File: src/rtl/tot_fmt_pkg.sv
package tot_fmt_pkg;
  localparam int TIME_W  = 11;
  localparam int TOT_W   = 8;
  localparam int STAMP_W = 8;
  localparam int ID_W    = 8;
  localparam int CH_W    = 5;

  typedef struct packed {
    logic [ID_W-1:0]    tdc_id;
    logic [STAMP_W-1:0] stamp;
    logic [CH_W-1:0]    chan;
    logic [TIME_W-1:0]  lead_time;
    logic [TOT_W-1:0]   tot;
    logic               sat;
  } hit_rec_t;

  localparam int REC_W = $bits(hit_rec_t);
endpackage

File: src/rtl/tot_stamp_ctr.sv
module tot_stamp_ctr #(
  parameter int W = 8
) (
  input  logic         clk_i,
  input  logic         rst_ni,
  input  logic         tick_i,
  input  logic         epoch_i,
  output logic [W-1:0] stamp_o
);
  always_ff @(posedge clk_i or negedge rst_ni) begin
    if (!rst_ni)       stamp_o <= '0;
    else if (epoch_i)  stamp_o <= '0;
    else if (tick_i)   stamp_o <= stamp_o + W'(1);
  end


  epoch_clear_chk: assert property (@(posedge clk_i) disable iff (!rst_ni)
    epoch_i |=> stamp_o == '0);


  tick_step_chk: assert property (@(posedge clk_i) disable iff (!rst_ni)
    (tick_i && !epoch_i) |=> stamp_o == $past(stamp_o) + W'(1));
endmodule

File: src/rtl/tot_chan_pair.sv
module tot_chan_pair
  import tot_fmt_pkg::*;
#(
  parameter int                NUM_CH      = 32,
  parameter int                PERIOD_BINS = 2000,
  parameter int                CNT_W       = 16,
  parameter logic [ID_W-1:0]   TDC_ID      = 8'h5A
) (
  input  logic               clk_i,
  input  logic               rst_ni,
  input  logic               evt_valid_i,
  input  logic               evt_lead_i,
  input  logic [CH_W-1:0]    evt_chan_i,
  input  logic [TIME_W-1:0]  evt_time_i,
  input  logic [STAMP_W-1:0] stamp_i,
  output logic               rec_valid_o,
  output hit_rec_t           rec_o,
  output logic [CNT_W-1:0]   err_cnt_o
);
  localparam int RAW_W   = TIME_W + 2;
  localparam int TOT_MAX = 2**TOT_W - 1;

  logic [NUM_CH-1:0] pend_w;
  logic [TIME_W-1:0] lt_w [NUM_CH];
  logic [STAMP_W-1:0] ls_w [NUM_CH];

  for (genvar c = 0; c < NUM_CH; c++) begin : g_ch
    logic               sel;
    logic               pend_r;
    logic [TIME_W-1:0]  lt_r;
    logic [STAMP_W-1:0] ls_r;
    assign sel = evt_valid_i && (evt_chan_i == CH_W'(c));
    always_ff @(posedge clk_i or negedge rst_ni) begin
      if (!rst_ni) begin
        pend_r <= 1'b0;
        lt_r   <= '0;
        ls_r   <= '0;
      end else if (sel && evt_lead_i) begin
        pend_r <= 1'b1;
        lt_r   <= evt_time_i;
        ls_r   <= stamp_i;
      end else if (sel) begin
        pend_r <= 1'b0;
      end
    end
    assign pend_w[c] = pend_r;
    assign lt_w[c]   = lt_r;
    assign ls_w[c]   = ls_r;
  end

  logic               cur_pend;
  logic [TIME_W-1:0]  cur_lt;
  logic [STAMP_W-1:0] cur_ls, d_stamp;
  logic [RAW_W-1:0]   lead_ext, trail_ext, span;
  logic               over;

  always_comb begin
    cur_pend  = pend_w[evt_chan_i];
    cur_lt    = lt_w[evt_chan_i];
    cur_ls    = ls_w[evt_chan_i];
    d_stamp   = stamp_i - cur_ls;
    lead_ext  = RAW_W'(cur_lt);
    trail_ext = RAW_W'(evt_time_i) + ((d_stamp == STAMP_W'(1)) ? RAW_W'(PERIOD_BINS) : '0);
    span      = trail_ext - lead_ext;
    over      = (d_stamp > STAMP_W'(1)) || (trail_ext < lead_ext) || (span > RAW_W'(TOT_MAX));
  end

  assign rec_valid_o     = evt_valid_i && !evt_lead_i && cur_pend;
  assign rec_o.tdc_id    = TDC_ID;
  assign rec_o.stamp     = cur_ls;
  assign rec_o.chan      = evt_chan_i;
  assign rec_o.lead_time = cur_lt;
  assign rec_o.tot       = over ? '1 : span[TOT_W-1:0];
  assign rec_o.sat       = over;

  logic dbl;
  assign dbl = evt_valid_i && evt_lead_i && cur_pend;

  always_ff @(posedge clk_i or negedge rst_ni) begin
    if (!rst_ni)                      err_cnt_o <= '0;
    else if (dbl && err_cnt_o != '1)  err_cnt_o <= err_cnt_o + CNT_W'(1);
  end


  sat_clamp_chk: assert property (@(posedge clk_i) disable iff (!rst_ni)
    (rec_valid_o && rec_o.sat) |-> rec_o.tot == '1);


  err_step_chk: assert property (@(posedge clk_i) disable iff (!rst_ni)
    (dbl && err_cnt_o != '1) |=> err_cnt_o == $past(err_cnt_o) + CNT_W'(1));


  orphan_chk: assert property (@(posedge clk_i) disable iff (!rst_ni)
    rec_valid_o |=> !(rec_valid_o && rec_o.chan == $past(rec_o.chan)));
endmodule

File: src/rtl/tot_hit_fifo.sv
module tot_hit_fifo #(
  parameter int W     = 41,
  parameter int DEPTH = 16,
  parameter int CNT_W = 16
) (
  input  logic             clk_i,
  input  logic             rst_ni,
  input  logic             push_i,
  input  logic [W-1:0]     data_i,
  output logic             valid_o,
  input  logic             ready_i,
  output logic [W-1:0]     data_o,
  output logic [CNT_W-1:0] drop_cnt_o
);
  localparam int PTR_W = (DEPTH > 1) ? $clog2(DEPTH) : 1;
  localparam int OCC_W = $clog2(DEPTH + 1);

  logic [W-1:0]     mem [DEPTH];
  logic [PTR_W-1:0] wr_ptr, rd_ptr;
  logic [OCC_W-1:0] occ;
  logic             full, pop, accept, drop;

  assign full    = (occ == OCC_W'(DEPTH));
  assign valid_o = (occ != '0);
  assign pop     = valid_o && ready_i;
  assign accept  = push_i && (!full || pop);
  assign drop    = push_i && full && !pop;
  assign data_o  = mem[rd_ptr];

  always_ff @(posedge clk_i) begin
    if (accept) mem[wr_ptr] <= data_i;
  end

  always_ff @(posedge clk_i or negedge rst_ni) begin
    if (!rst_ni) begin
      wr_ptr     <= '0;
      rd_ptr     <= '0;
      occ        <= '0;
      drop_cnt_o <= '0;
    end else begin
      if (accept) wr_ptr <= (wr_ptr == PTR_W'(DEPTH - 1)) ? '0 : wr_ptr + PTR_W'(1);
      if (pop)    rd_ptr <= (rd_ptr == PTR_W'(DEPTH - 1)) ? '0 : rd_ptr + PTR_W'(1);
      case ({accept, pop})
        2'b10:   occ <= occ + OCC_W'(1);
        2'b01:   occ <= occ - OCC_W'(1);
        default: occ <= occ;
      endcase
      if (drop && drop_cnt_o != '1) drop_cnt_o <= drop_cnt_o + CNT_W'(1);
    end
  end


  stall_hold_chk: assert property (@(posedge clk_i) disable iff (!rst_ni)
    (valid_o && !ready_i) |=> (valid_o && $stable(data_o)));


  drop_count_chk: assert property (@(posedge clk_i) disable iff (!rst_ni)
    (push_i && full && !ready_i && drop_cnt_o != '1) |=> drop_cnt_o == $past(drop_cnt_o) + CNT_W'(1));


  no_overflow_chk: assert property (@(posedge clk_i) disable iff (!rst_ni)
    occ <= OCC_W'(DEPTH));
endmodule

File: src/rtl/tot_hit_formatter.sv
module tot_hit_formatter
  import tot_fmt_pkg::*;
#(
  parameter int              NUM_CH      = 32,
  parameter int              PERIOD_BINS = 2000,
  parameter int              FIFO_DEPTH  = 16,
  parameter int              CNT_W       = 16,
  parameter logic [ID_W-1:0] TDC_ID      = 8'h5A
) (
  input  logic               clk_i,
  input  logic               rst_ni,
  input  logic               trig_tick_i,
  input  logic               epoch_start_i,
  input  logic               evt_valid_i,
  input  logic               evt_lead_i,
  input  logic [CH_W-1:0]    evt_chan_i,
  input  logic [TIME_W-1:0]  evt_time_i,
  output logic               hit_valid_o,
  input  logic               hit_ready_i,
  output logic [REC_W-1:0]   hit_data_o,
  output logic [CNT_W-1:0]   dbl_lead_cnt_o,
  output logic [CNT_W-1:0]   drop_cnt_o
);
  logic [STAMP_W-1:0] stamp;
  logic               rec_valid;
  hit_rec_t           rec;

  tot_stamp_ctr #(.W(STAMP_W)) u_stamp (
    .clk_i   (clk_i),
    .rst_ni  (rst_ni),
    .tick_i  (trig_tick_i),
    .epoch_i (epoch_start_i),
    .stamp_o (stamp)
  );

  tot_chan_pair #(
    .NUM_CH      (NUM_CH),
    .PERIOD_BINS (PERIOD_BINS),
    .CNT_W       (CNT_W),
    .TDC_ID      (TDC_ID)
  ) u_pair (
    .clk_i       (clk_i),
    .rst_ni      (rst_ni),
    .evt_valid_i (evt_valid_i),
    .evt_lead_i  (evt_lead_i),
    .evt_chan_i  (evt_chan_i),
    .evt_time_i  (evt_time_i),
    .stamp_i     (stamp),
    .rec_valid_o (rec_valid),
    .rec_o       (rec),
    .err_cnt_o   (dbl_lead_cnt_o)
  );

  tot_hit_fifo #(
    .W     (REC_W),
    .DEPTH (FIFO_DEPTH),
    .CNT_W (CNT_W)
  ) u_fifo (
    .clk_i      (clk_i),
    .rst_ni     (rst_ni),
    .push_i     (rec_valid),
    .data_i     (rec),
    .valid_o    (hit_valid_o),
    .ready_i    (hit_ready_i),
    .data_o     (hit_data_o),
    .drop_cnt_o (drop_cnt_o)
  );
endmodule

File: config.mk
export PLATFORM = sky130hd
export DESIGN_NAME = tot_hit_formatter
export DESIGN_NICKNAME = d
export VERILOG_FILES = /design/src/rtl/tot_fmt_pkg.sv /design/src/rtl/tot_stamp_ctr.sv /design/src/rtl/tot_chan_pair.sv /design/src/rtl/tot_hit_fifo.sv /design/src/rtl/tot_hit_formatter.sv
export SDC_FILE = /design/constraint.sdc
export NUM_CORES = 2
export LEC_CHECK = 0
export ABC_CLOCK_PERIOD_IN_PS = 9300
export BUFFER_PORTS_ARGS = -buffer_cell sky130_fd_sc_hd__buf_4
export CAP_MARGIN = 20
export CORE_ASPECT_RATIO = 1.75
export CORE_MARGIN = 2
export CORE_UTILIZATION = 55
export DETAILED_ROUTE_END_ITERATION = 10
export PLACE_DENSITY = 0.78
export SLEW_MARGIN = 5
export SYNTH_ARGS = -nofsm -noshare
export SYNTH_HDL_FRONTEND = slang
export SYNTH_SLANG_ARGS = --single-unit
File: constraint.sdc
create_clock -name clk_i -period 9.3 [get_ports clk_i]
set_clock_uncertainty 0.2 [all_clocks]
set_input_delay 1.395 -clock clk_i [delete_from_list [all_inputs] [get_ports clk_i]]
set_output_delay 1.395 -clock clk_i [all_outputs]
set_load 0.01 [all_outputs]
==> impl_metrics.toml <==
[setup_path]
critPathMaxFanout = 46
critPathLaunchType = "input pin"
required_ps = 9440
path_class = "in2reg"
slowest_stage = "or4_1"
crit_top_cell = "ha_1"
path_cells = "buf_8, buf_4, mux4_2, mux4_2, mux2_2, ha_1, inv_1, fa_1, nor4_1, o211ai_1, nor3_1, buf_4, ha_1, ha_1, xor2_1, ha_1, or3_1, o31ai_2, o2111ai_1, a221oi_2, o21ai_1, or4_1"
cpPeakStageDelay_ps = 840
crit_path_end_kind = "flop"
worstPathArrival_ps = 8720

[die]
die_x_um = 239
start_util_pct = 55.5
die_area_um2 = 99200
die_height_um = 415
ioPinCount = 97
num_rows = 150
coreArea_um2 = 95700

[logic_synthesis]
synth_edf_count = 528
synthArstFlopShare_pct = 56.8
synth_compound_area_share_pct = 3.43
synthSimpleGateAreaFrac_pct = 3.30
netlist_area_um2 = 53100
ys_seq_area_share_pct = 62.5
syn_inst = 3256
synthAdderAreaFrac_pct = 0.961
ys_types = 67
synth_mux_area_share_pct = 26.6
synth_area_per_cell_um2 = 16.3
synth_top_family_by_area = "multiplexers"
synthXorXnorAreaFrac_pct = 0.890
ys_ff_latch = 1221
synth-main-ff-cell = "dfrtp_1"
ys_warn_count = 0

[timing]
fmax_mhz = 117
setup_tns_ps = 0
setup_violations = 0
hold_viol = 0
fin_hold_ws_ps = 286
rsz0062_at_grt = "false"
maxSlewHeadroom_pct = 26.9
fin_crit_sh_pct = 92.2
finalCriticalPeriod_ps = 8580
setup_ws_ps = 724
worst_pin_slew_ps = 1100
finalMaxSlewViolations = 0

[cts]
ctsResizeCount = 0
htreeDepth = 3
ctsLongestPathBuffers = 3
clock-sinks = 1221
cts_hold_buf = 0
insertion_delay_ps = 720
cts_buffers = 101
path_clk_slew_ps = 70
cts_tree = "done"
root_buffer = "clkbuf_16"
cts_setup_buffers = 0

[pwr]
p_per_area_nw_per_um2 = 229
p_leak_uw = 0.0246
p_comb_share_pct = 20.7
p_sw_share_pct = 27.8
ir_drop_mv = 0.184
power_frac_seq_pct = 46.8
p_total_uw = 13400
p_switching_uw = 3720
p_int_uw = 9680
clkPwrFrac_pct = 32.5

[layout]
drive_gt1_share_pct = 37.4
nNetsFinal = 3366
final_cell_mix = "dfrtp_1, mux2_2, edfxtp_1, mux4_2, buf_4"
design_area_um2 = 58500
mostFrequentLayoutCell = "dfrtp_1"
synthToLayoutAreaGrowth_pct = 10.1
num-fill-cells = 6795

[placement]
pre_cts_ws_ps = 25.4
postPlaceCellArea_um2 = 55000
place_congestion = 0.812
dp_hpwl_mm = 71.9
portBuffers = 88

[detailed_routing]
drc = 0
vias_per_cell = 6.33
via_count = 29200
wirelength_mm = 121
drtIter0Drc = 2176
drtAntennaViolNets = 0
routedWlPerCell_um = 26.3
dr.pass1.iters = 8

[global_route]
gr-total-overflow = 0
grt_usage_pct = 25.0
antenna_found_initial = 3
grt_pass1_vias = 30700
grt_pass1_wl_mm = 187
grt_max_degree = 139

[outcome]
status = "complete, no violations"

[min_path]
hold_path.class = "reg2reg"

[job]
cap_violations = 0
==> per-stage QoR <==
stage                     instances  utilization, %
after floorplan                3262               -
after global placement         4416            57.5
after detailed placement       4416            57.5
after CTS                      4604            61.1
after global routing           4606            61.1
final                          4608            61.1
==> per-layer routing <==
layer	track usage (%)	vias up	routed length (um)
met2	44.6	904	64500
met5	0	-	23
met3	3.15	301	5990
met1	30.8	15500	46200
li1	-	12500	-
met4	10.2	4	4600
==> final cells by class <==
type                       instances  area (um^2)  area share, %
antenna                            3         7.51         0.0128
clock inverter                    46          509          0.871
sequential                      1221        33200           56.8
inverter                          40          151          0.259
multi-input combinational       1760        18800           32.1
clock buffer                     142         2890           4.93
timing repair buffer             180         1430           2.45
tap                             1216         1520           2.60
==> sequential cells by signal, summed over array words and instances, names as in the netlist <==
register	flops
u_fifo.drop_cnt_o	16
u_fifo.mem	528
u_fifo.occ	5
u_fifo.rd_ptr	4
u_fifo.wr_ptr	4
u_pair.err_cnt_o	16
u_pair.g_ch.ls_r	256
u_pair.g_ch.lt_r	352
u_pair.g_ch.pend_r	32
u_stamp.stamp_o	8
==> synth_stat cells (3+ instances only) <==
cell type / n / share of area [%]
o21ai_0: 146 / 1.4
mux2_2: 613 / 13
nor4_1: 6 / 0.071
ha_1: 36 / 0.85
o21a_1: 9 / 0.13
o22ai_1: 3 / 0.035
nand4_1: 14 / 0.16
dfrtp_1: 693 / 33
a21oi_1: 44 / 0.41
nor2_2: 12 / 0.14
xnor2_1: 40 / 0.66
fa_1: 3 / 0.11
and2_1: 17 / 0.20
o31a_1: 3 / 0.049
nor3b_1: 5 / 0.071
buf_4: 16 / 0.23
nor2b_1: 10 / 0.12
nand2_1: 174 / 1.2
a22oi_1: 34 / 0.48
and3_1: 8 / 0.094
xor2_1: 14 / 0.23
and4_1: 8 / 0.13
buf_1: 33 / 0.23
nor2_1: 38 / 0.27
nand3_1: 22 / 0.21
mux2i_1: 134 / 2.5
clkbuf_1: 129 / 0.91
or3_1: 4 / 0.047
mux4_2: 258 / 11
buf_2: 58 / 0.55
inv_1: 38 / 0.27
edfxtp_1: 528 / 30
nand2b_1: 5 / 0.059
a21o_1: 8 / 0.11
or4_1: 10 / 0.14
mux4_1: 3 / 0.15
a221oi_1: 34 / 0.56
buf_6: 4 / 0.085
nor3_1: 8 / 0.075
==> power by group through the flow <==
stage | combinational (uW) | clock [uW] | sequential [uW]
final | 2780 | 4350 | 6270
after global routing | 3010 | 4610 | 6310
after CTS | 2790 | 4420 | 6270
after detailed placement | 2780 | 0 | 6380
after global placement | 2710 | 0 | 6360
after floorplan | 1940 | 0 | 6240
==> final timing paths <==
check / from / slack (ps) / cells past startpoint / endpoint
max reg2reg: u_pair.g_ch[17].ls_r[1] / 1740 / 22 / u_fifo.mem[3][6]
max: evt_chan_i[0] / 720 / 22 / u_fifo.mem[3][6]
max in group asynchronous: rst_ni / 6200 / 3 / u_pair.g_ch[30].lt_r[5]
min in group asynchronous: rst_ni / 530 / 1 / u_pair.g_ch[7].ls_r[3]
min: u_pair.g_ch[22].pend_r / 290 / 2 / u_pair.g_ch[22].pend_r
min reg2reg: u_pair.g_ch[22].pend_r / 290 / 2 / u_pair.g_ch[22].pend_r
==> kinds of logic after synthesis <==
logic type	after synthesis
xor+xnor	54
fa+ha+maj	39
other cells	2
compound gates	297
mux	1008
buf+inv	281
simple gates	354
flops	1221
==> critical path: cells and delay by family <==
family                   cells  cell delay, ps
AO/OA/AOI/OAI                5            1520
XOR/XNOR                     1              80
adder cells (fa/ha/maj)      5            1310
buffers and inverters        4            1110
multiplexers                 3            1470
AND/OR/NAND/NOR              4            1770
Power figures use the tool's default switching activity.
